==> src/rtl/prio_irq_pkg.sv <==
`timescale 1ns/1ps
package prio_irq_pkg;

  typedef enum logic {
    SEL_PEND = 1'b0,
    SEL_ENA  = 1'b1
  } reg_sel_e;

  // Mask of the lines below the configured count (count <= 32)
  function automatic logic [31:0] low_ones(input int count);
    logic [31:0] m;
    m = '0;
    for (int i = 0; i < 32; i++) begin
      if (i < count) m[i] = 1'b1;
    end
    return m;
  endfunction

endpackage

==> src/rtl/prio_irq_pending.sv <==
`timescale 1ns/1ps
module prio_irq_pending #(
  parameter int NUM_IRQ    = 32,
  parameter int NUM_ACTIVE = 24,
  parameter logic [NUM_IRQ-1:0] EDGE_MASK = '0
) (
  input  logic               clk,
  input  logic               rst_n,
  input  logic [NUM_IRQ-1:0] irq_in,
  input  logic               clr_en,
  input  logic [NUM_IRQ-1:0] clr_mask,
  output logic [NUM_IRQ-1:0] pend_q,
  output logic [NUM_IRQ-1:0] prev_q
);

  for (genvar i = 0; i < NUM_IRQ; i++) begin : g_line
    if (i >= NUM_ACTIVE) begin : g_off
      assign pend_q[i] = 1'b0;
      assign prev_q[i] = irq_in[i] & 1'b0;
    end else if (EDGE_MASK[i]) begin : g_edge
      logic pend_d;
      logic rise;
      always_comb begin
        rise   = irq_in[i] & ~prev_q[i];
        pend_d = rise | (pend_q[i] & ~(clr_en & clr_mask[i]));
      end
      always_ff @(posedge clk or negedge rst_n) begin
        if (!rst_n) begin
          pend_q[i] <= 1'b0;
          prev_q[i] <= 1'b0;
        end else begin
          pend_q[i] <= pend_d;
          prev_q[i] <= irq_in[i];
        end
      end
    end else begin : g_level
      logic pend_d;
      always_comb pend_d = irq_in[i];
      always_ff @(posedge clk or negedge rst_n) begin
        if (!rst_n) begin
          pend_q[i] <= 1'b0;
        end else begin
          pend_q[i] <= pend_d;
        end
      end
      assign prev_q[i] = pend_q[i];
    end
  end

endmodule

==> src/rtl/prio_irq_resolve.sv <==
`timescale 1ns/1ps
module prio_irq_resolve #(
  parameter int NUM_IRQ    = 32,
  parameter int NUM_LEVELS = 6,
  parameter int LVL_W      = 3,
  parameter logic [NUM_LEVELS*NUM_IRQ-1:0] LEVEL_MASKS = '0
) (
  input  logic [NUM_IRQ-1:0] eff,
  input  logic [LVL_W-1:0]   cur_level,
  output logic [LVL_W-1:0]   win_level
);

  logic [NUM_LEVELS-1:0] hit;

  for (genvar l = 1; l <= NUM_LEVELS; l++) begin : g_lvl
    assign hit[l-1] = (|(eff & LEVEL_MASKS[(l-1)*NUM_IRQ +: NUM_IRQ]))
                      && (LVL_W'(l) > cur_level);
  end

  // Ascending scan: the last hit seen is the highest level
  always_comb begin
    win_level = '0;
    for (int l = 1; l <= NUM_LEVELS; l++) begin
      if (hit[l-1]) win_level = LVL_W'(l);
    end
  end

endmodule

==> src/rtl/prio_irq_ctrl.sv <==
`timescale 1ns/1ps
module prio_irq_ctrl #(
  parameter int NUM_IRQ    = 32,
  parameter int NUM_ACTIVE = 24,
  parameter int NUM_LEVELS = 6,
  parameter logic [NUM_IRQ-1:0] EDGE_MASK = 32'hAAAA_AAAA,
  parameter logic [NUM_LEVELS*NUM_IRQ-1:0] LEVEL_MASKS = {
    32'hFFF0_0000, 32'h000F_0000, 32'h0000_F000,
    32'h0000_0F00, 32'h0000_00F0, 32'h0000_000F},
  localparam int LVL_W = $clog2(NUM_LEVELS + 1)
) (
  input  logic               clk,
  input  logic               rst_n,
  input  logic [NUM_IRQ-1:0] irq_in,
  input  logic [LVL_W-1:0]   cur_level,
  input  logic               reg_wr_en,
  input  logic               reg_addr,
  input  logic [NUM_IRQ-1:0] reg_wr_data,
  output logic [NUM_IRQ-1:0] reg_rd_data,
  output logic               irq_req,
  output logic [LVL_W-1:0]   irq_level
);
  import prio_irq_pkg::*;

  // Reset: asynchronous assertion, release after two edges
  logic [1:0] rst_sync_q;
  logic       rst_sync_n;
  always_ff @(posedge clk or negedge rst_n) begin
    if (!rst_n) rst_sync_q <= 2'b00;
    else        rst_sync_q <= {rst_sync_q[0], 1'b1};
  end
  assign rst_sync_n = rst_sync_q[1];

  // Register access decode
  logic ena_we;
  logic clr_en;
  always_comb begin
    ena_we = reg_wr_en && (reg_sel_e'(reg_addr) == SEL_ENA);
    clr_en = reg_wr_en && (reg_sel_e'(reg_addr) == SEL_PEND);
  end

  // Enable register
  logic [NUM_IRQ-1:0] ena_q;
  logic [NUM_IRQ-1:0] ena_d;
  always_comb ena_d = ena_we ? reg_wr_data : ena_q;
  always_ff @(posedge clk or negedge rst_sync_n) begin
    if (!rst_sync_n) ena_q <= '0;
    else             ena_q <= ena_d;
  end

  // Pending register
  logic [NUM_IRQ-1:0] pend_q;
  logic [NUM_IRQ-1:0] prev_q;
  prio_irq_pending #(
    .NUM_IRQ    (NUM_IRQ),
    .NUM_ACTIVE (NUM_ACTIVE),
    .EDGE_MASK  (EDGE_MASK)
  ) u_pending (
    .clk      (clk),
    .rst_n    (rst_sync_n),
    .irq_in   (irq_in),
    .clr_en   (clr_en),
    .clr_mask (reg_wr_data),
    .pend_q   (pend_q),
    .prev_q   (prev_q)
  );

  assign reg_rd_data = (reg_sel_e'(reg_addr) == SEL_ENA) ? ena_q : pend_q;

  // Arbitration
  logic [NUM_IRQ-1:0] eff;
  logic [LVL_W-1:0]   win_level;
  assign eff = pend_q & ena_q;

  prio_irq_resolve #(
    .NUM_IRQ     (NUM_IRQ),
    .NUM_LEVELS  (NUM_LEVELS),
    .LVL_W       (LVL_W),
    .LEVEL_MASKS (LEVEL_MASKS)
  ) u_resolve (
    .eff       (eff),
    .cur_level (cur_level),
    .win_level (win_level)
  );

  // Output register
  logic             req_d;
  logic [LVL_W-1:0] lvl_d;
  always_comb begin
    lvl_d = win_level;
    req_d = (win_level != '0);
  end
  always_ff @(posedge clk or negedge rst_sync_n) begin
    if (!rst_sync_n) begin
      irq_req   <= 1'b0;
      irq_level <= '0;
    end else begin
      irq_req   <= req_d;
      irq_level <= lvl_d;
    end
  end

endmodule

==> config.mk <==
export PLATFORM = sky130hd
export DESIGN_NAME = prio_irq_ctrl
export DESIGN_NICKNAME = d
export VERILOG_FILES = /design/src/rtl/prio_irq_pkg.sv /design/src/rtl/prio_irq_pending.sv /design/src/rtl/prio_irq_resolve.sv /design/src/rtl/prio_irq_ctrl.sv
export SDC_FILE = /design/constraint.sdc
export NUM_CORES = 1
export LEC_CHECK = 0
export BUFFER_PORTS_ARGS = -buffer_cell sky130_fd_sc_hd__buf_2
export CORE_UTILIZATION = 50
export CTS_BUF_LIST = sky130_fd_sc_hd__clkbuf_4
export DETAILED_ROUTE_END_ITERATION = 7
export GPL_TIMING_DRIVEN = 0
export PLACE_DENSITY = 0.77
export SYNTH_ARGS = -nofsm -noshare
export SYNTH_HDL_FRONTEND = slang
export SYNTH_HIERARCHICAL = 1
export SYNTH_SLANG_ARGS = --single-unit
==> constraint.sdc <==
create_clock -name clk -period 2.5 [get_ports clk]
set_input_delay 0.125 -clock clk [delete_from_list [all_inputs] [get_ports clk]]
set_output_delay 0.125 -clock clk [all_outputs]
set_load 0.1 [all_outputs]
Word-level counts from Yosys, hierarchy flattened
Index checks and enable logic that the tools add are counted.
Storage, ports and cells
  register bits after elaboration: 74
  output and inout bits: 36
  word-level logic and storage cells: 142
  bits of input ports: 71
Cells by class
  order comparisons: 6
  muxes and demuxes: 7
  bitwise logic cells: 74
  reduce and logical (&&, ||, !) cells: 15
Operators by type and width (count)
  1-bit bitwise AND: 36
  24-bit by 32-bit bitwise AND with 32-bit output: 1
  32-bit two-way mux: 1
  1-bit inverter: 25
  4-bit OR reduction: 5
  3-bit two-way mux: 5
  1-bit bitwise OR: 12
  12-bit OR reduction: 1
  3-bit > comparator, first input constant: 3
  1-bit logical AND: 8
  2-bit by 3-bit > comparator with 1-bit output, first input constant: 2
  1-bit by 3-bit > comparator with 1-bit output, first input constant: 1
  3-bit nonzero test: 1
  1-bit two-way mux: 1

Depth between registers and ports, before layout
  depth after elaboration: 10
  gate-level depth with buffers: 7
  gate-level depth less buffers: 6

Modules after synthesis
Netlist, hierarchy kept.
By module, submodules not included
  prio_irq_ctrl: area an instance 2075.7 um^2, instances 1, cells an instance 145
  prio_irq_pending: area an instance 1321.3 um^2, instances 1, cells an instance 102
  prio_irq_resolve: area an instance 201.4 um^2, instances 1, cells an instance 26

Least setup slack after synthesis
No wires, ideal clock.
  kind: reg2reg
  start point: register ena_q[9]
  end point: register irq_req
  setup time: 0.131 ns
  data required time: 2.369 ns
  slack: 0.860 ns
  arrival time: 1.509 ns
  cell stages (with the launch flop): 7
  cell sequence: dfrtp_1 > and2_1 > nor4_4 > a21oi_1 > a211oi_2 > nor3_2 > or3_1
On the way
  cells in the longest elaborated chain, start to end: 8
Ends and longest elaborated chain
  start, declared: RTL line prio_irq_ctrl.sv:43  | logic [NUM_IRQ-1:0] ena_q;
  start signal, assigned: RTL line prio_irq_ctrl.sv:48  | else ena_q <= ena_d;
  24-bit by 32-bit bitwise AND with 32-bit output: RTL line prio_irq_ctrl.sv:73  | assign eff = pend_q & ena_q;
  named net eff[9]: RTL line prio_irq_ctrl.sv:71  | logic [NUM_IRQ-1:0] eff;
  4-bit OR reduction: RTL line prio_irq_resolve.sv:16  | assign hit[l-1] = (|(eff & LEVEL_MASKS[(l-1)*NUM_IRQ +: NUM_IRQ]))
  1-bit logical AND: RTL line prio_irq_resolve.sv:17  | && (LVL_W'(l) > cur_level);
  3-bit two-way mux (4 in a row): RTL line prio_irq_resolve.sv:24  | if (hit[l-1]) win_level = LVL_W'(l);
  named net lvl_d[0]: RTL line prio_irq_ctrl.sv:88  | logic [LVL_W-1:0] lvl_d;
  3-bit nonzero test: RTL line prio_irq_ctrl.sv:91  | req_d = (win_level != '0);
  named net req_d: RTL line prio_irq_ctrl.sv:87  | logic req_d;
  end signal, assigned: RTL line prio_irq_ctrl.sv:98  | irq_req <= req_d;
  end, declared: RTL line prio_irq_ctrl.sv:20  | output logic irq_req,
The timed path passes the listed nets, and every way through them passes these cells.
A chain may end at the register's enable or synchronous reset.

Final worst setup path
  start point: register ena_q[21]
  end point: register irq_req
On the way
  cells in the longest elaborated chain, start to end: 5
Ends and longest elaborated chain (RTL line)
  24-bit by 32-bit bitwise AND with 32-bit output: prio_irq_ctrl.sv:73
  named net eff[21]: prio_irq_ctrl.sv:71
  12-bit OR reduction: prio_irq_resolve.sv:16
  1-bit logical AND: prio_irq_resolve.sv:17
  3-bit two-way mux: prio_irq_resolve.sv:24
  named net lvl_d[1]: prio_irq_ctrl.sv:88
  3-bit nonzero test: prio_irq_ctrl.sv:91
  named net req_d: prio_irq_ctrl.sv:87
The timed path passes the listed nets, and every way through them passes these cells.

==> run_results.csv <==
group,metric,value,unit
drt,routed_wl,7230,microns
critical_path,critPathMaxFanout,3,
cells_and_area,antennaDiodeCount,0,
floorplanning,core,6490,sq um
clock_network,clkTransAtPathRegs,0.11,ns
cells_and_area,drive_above_1_share,0.463,
drt,vias_per_cell,4.80,
clock_network,cts_buffer_depth,2,
drt,first_iter_violations,83,
clock_network,postCtsResizedCells,0,
critical_path,arrival,2.24,ns
global_routing,grtUsageMet3,0.0477,
global_routing,top_usage_layer,"met2",
place,gp_congestion,0.711,
clock_network,cts_root_buffer,"clkbuf_4",
floorplanning,rows,29,
critical_path,cpPeakStageDelay,0.49,ns
pwr,ir_drop,0.483,mV
clock_network,cts_sinks,74,
drt,first_pass_iters,4,
floorplanning,dieWidth,85.0,microns
critical_path,worstPathRequired,2.79,ns
worst_hold_path,min_path_type,"input port to flip-flop",
cells_and_area,fin_nets,498,
synthesis,netlist_area,3450,sq um
global_routing,grtUsageMet2,0.367,
floorplanning,die_y,85.0,microns
drt,drc,0,
place,dp_hpwl,4730,microns
sta,slew-limit-headroom,0.405,
flow_run,maxCapViolations,0,
global_routing,grt_max_degree,73,
critical_path,path_delay_family,"simple AND/OR/NAND/NOR gates",
drt,wl_per_cell,14.2,microns
sta,fmax,513,MHz
floorplanning,dieArea,7230,sq um
critical_path,worstSetupPathType,"flip-flop to flip-flop",
sta,rsz0062_at_grt,"no",
sta,hold_viol,0,
place,dp_cells,434,
critical_path,worstPathCellList,"and2_1 > nor4_1 > a32oi_1 > inv_1 > o31ai_1 > or3_1",
cells_and_area,area_growth_syn_to_layout,39.4,%
synthesis,avgSynthCellArea,13.6,sq um
drt,ant_nets,0,
pwr,p_per_area,712,nW/um^2
synthesis,syn_inst,253,
critical_path,crit_buf_inv,1,
cells_and_area,instances_no_fill,509,
global_routing,met1_usage,0.285,
place,port_buffers,97,
sta,worstMarginPinSlew,0.893,ns
floorplanning,ios,107,
global_routing,grt_pass1_vias,2565,
clock_network,clkLatencyLatePin,0.40,ns
pwr,leakagePower,2.36,nW
sta,setup_viol,0,
status,status,"completed",
clock_network,numCtsBuffers,9,
clock_network,tritoncts,"built",
sta,fin_crit_sh,0.780,
clock_network,h-tree-depth,3,
critical_path,cpMaxStageDelayCell,"nor4_1",
sta,tns,0,ns
global_routing,grt.overflow.total,0,
drt,vias,2444,
global_routing,track_usage,0.220,
clock_network,ctsHoldBuffers,59,
global_routing,antenna_found_initial,0,
sta,fin_skew,0.0100,ns
global_routing,grt_pass1_wl,12200,microns
synthesis,ys_warn_count,6,
clock_network,post_cts_buffers,0,
critical_path,start_kind,"flip-flop",
critical_path,endpoint_kind,"flip-flop",
sta,maxSlewViolCount,0,
sta,layout_min_cycle_time,1.95,ns
floorplanning,start_util,0.531,
where the power goes:
| group | total (W) | switching, W | internal (W) |
|---|---|---|---|
| logic | 0.00119 | 0.000779 | 0.000406 |
| registers | 0.00142 | 0.000100 | 0.00132 |
| clock network | 0.000814 | 0.000402 | 0.000411 |
routing by layer:
metal,wire length (microns),up-vias,part of all wire
met1,3270,1160,0.45
met3,369,10,0.051
met4,91,0,0.013
li1,-,1205,-
met2,3510,69,0.48
met5,0,-,0
path summary, 6_finish.rpt:
| check | cells after the start | end | from | slack [ns] |
|---|---|---|---|---|
| worst min-delay path | 4 | irq_level[2]$_DFF_PN0_ | cur_level[1] | 0.1 |
| max in group asynchronous | 0 | ena_q[29]$_DFFE_PN0P_ | rst_sync_q[1]$_DFF_PN0_ | 1.45 |
| worst max register to register | 6 | irq_req$_DFF_PN0_ | ena_q[21]$_DFFE_PN0P_ | 0.55 |
| worst min register to register | 0 | rst_sync_q[1]$_DFF_PN0_ | rst_sync_q[0]$_DFF_PN0_ | 0.37 |
| worst max-delay path | 6 | irq_req$_DFF_PN0_ | ena_q[21]$_DFFE_PN0P_ | 0.55 |
| min in group asynchronous | 0 | u_pending/pend_q[8]$_DFF_PN0_ | rst_sync_q[1]$_DFF_PN0_ | 0.47 |
layout by cell type (no fill, tap or decap), types with 2 or more instances in the layout:
cell	count
buf_2	97
dfrtp_1	73
dlygate4sd3_1	59
mux2_2	34
and2_1	32
mux2_4	30
nand2_1	15
inv_1	14
buf_4	12
a22o_1	12
clkbuf_4	10
conb_1	9
nor4_1	5
buf_6	4
nor4_4	3
nor2_1	3
a21oi_1	3
bufinv_16	2
clkinv_1	2
tightest hold or removal path: stages:
cell and delay (ns):
buf_2 0.11, a32oi_1 0.09, inv_1 0.08, nand2_1 0.06
per-stage QoR:
| step | utilization | worst slack, ns | hold WS [ns] | cell area, sq um | power, W |
|---|---|---|---|---|---|
| after global placement | 0.625 | -0.463 | -0.0896 | 4060 | 0.00254 |
| after global routing | 0.740 | 0.534 | 0.122 | 4810 | 0.00358 |
| after floorplan | - | 0.287 | -0.171 | 3470 | 0.00237 |
| after detailed placement | 0.625 | 0.607 | -0.0867 | 4060 | 0.00256 |
| after CTS | 0.740 | 0.592 | 0.0796 | 4810 | 0.00344 |
| final | 0.740 | 0.549 | 0.0951 | 4810 | 0.00342 |
sequential cells by signal, summed over array words and instances (netlist names):
register          cells
irq_level             3
irq_req               1
rst_sync_q            2
ena_q                32
u_pending/prev_q     12
u_pending/pend_q     24
final cells by class:
class	instances	area [sq um]
Buffer	16	135
Clock buffer	10	75.1
Clock inverter	6	81.3
Fill cell	464	1690
Inverter	14	52.6
Multi-Input combinational cell	156	1440
Sequential cell	74	1860
Tap cell	77	96.3
Timing Repair Buffer	156	1080
No activity file was read; power rests on OpenSTA's default activity.
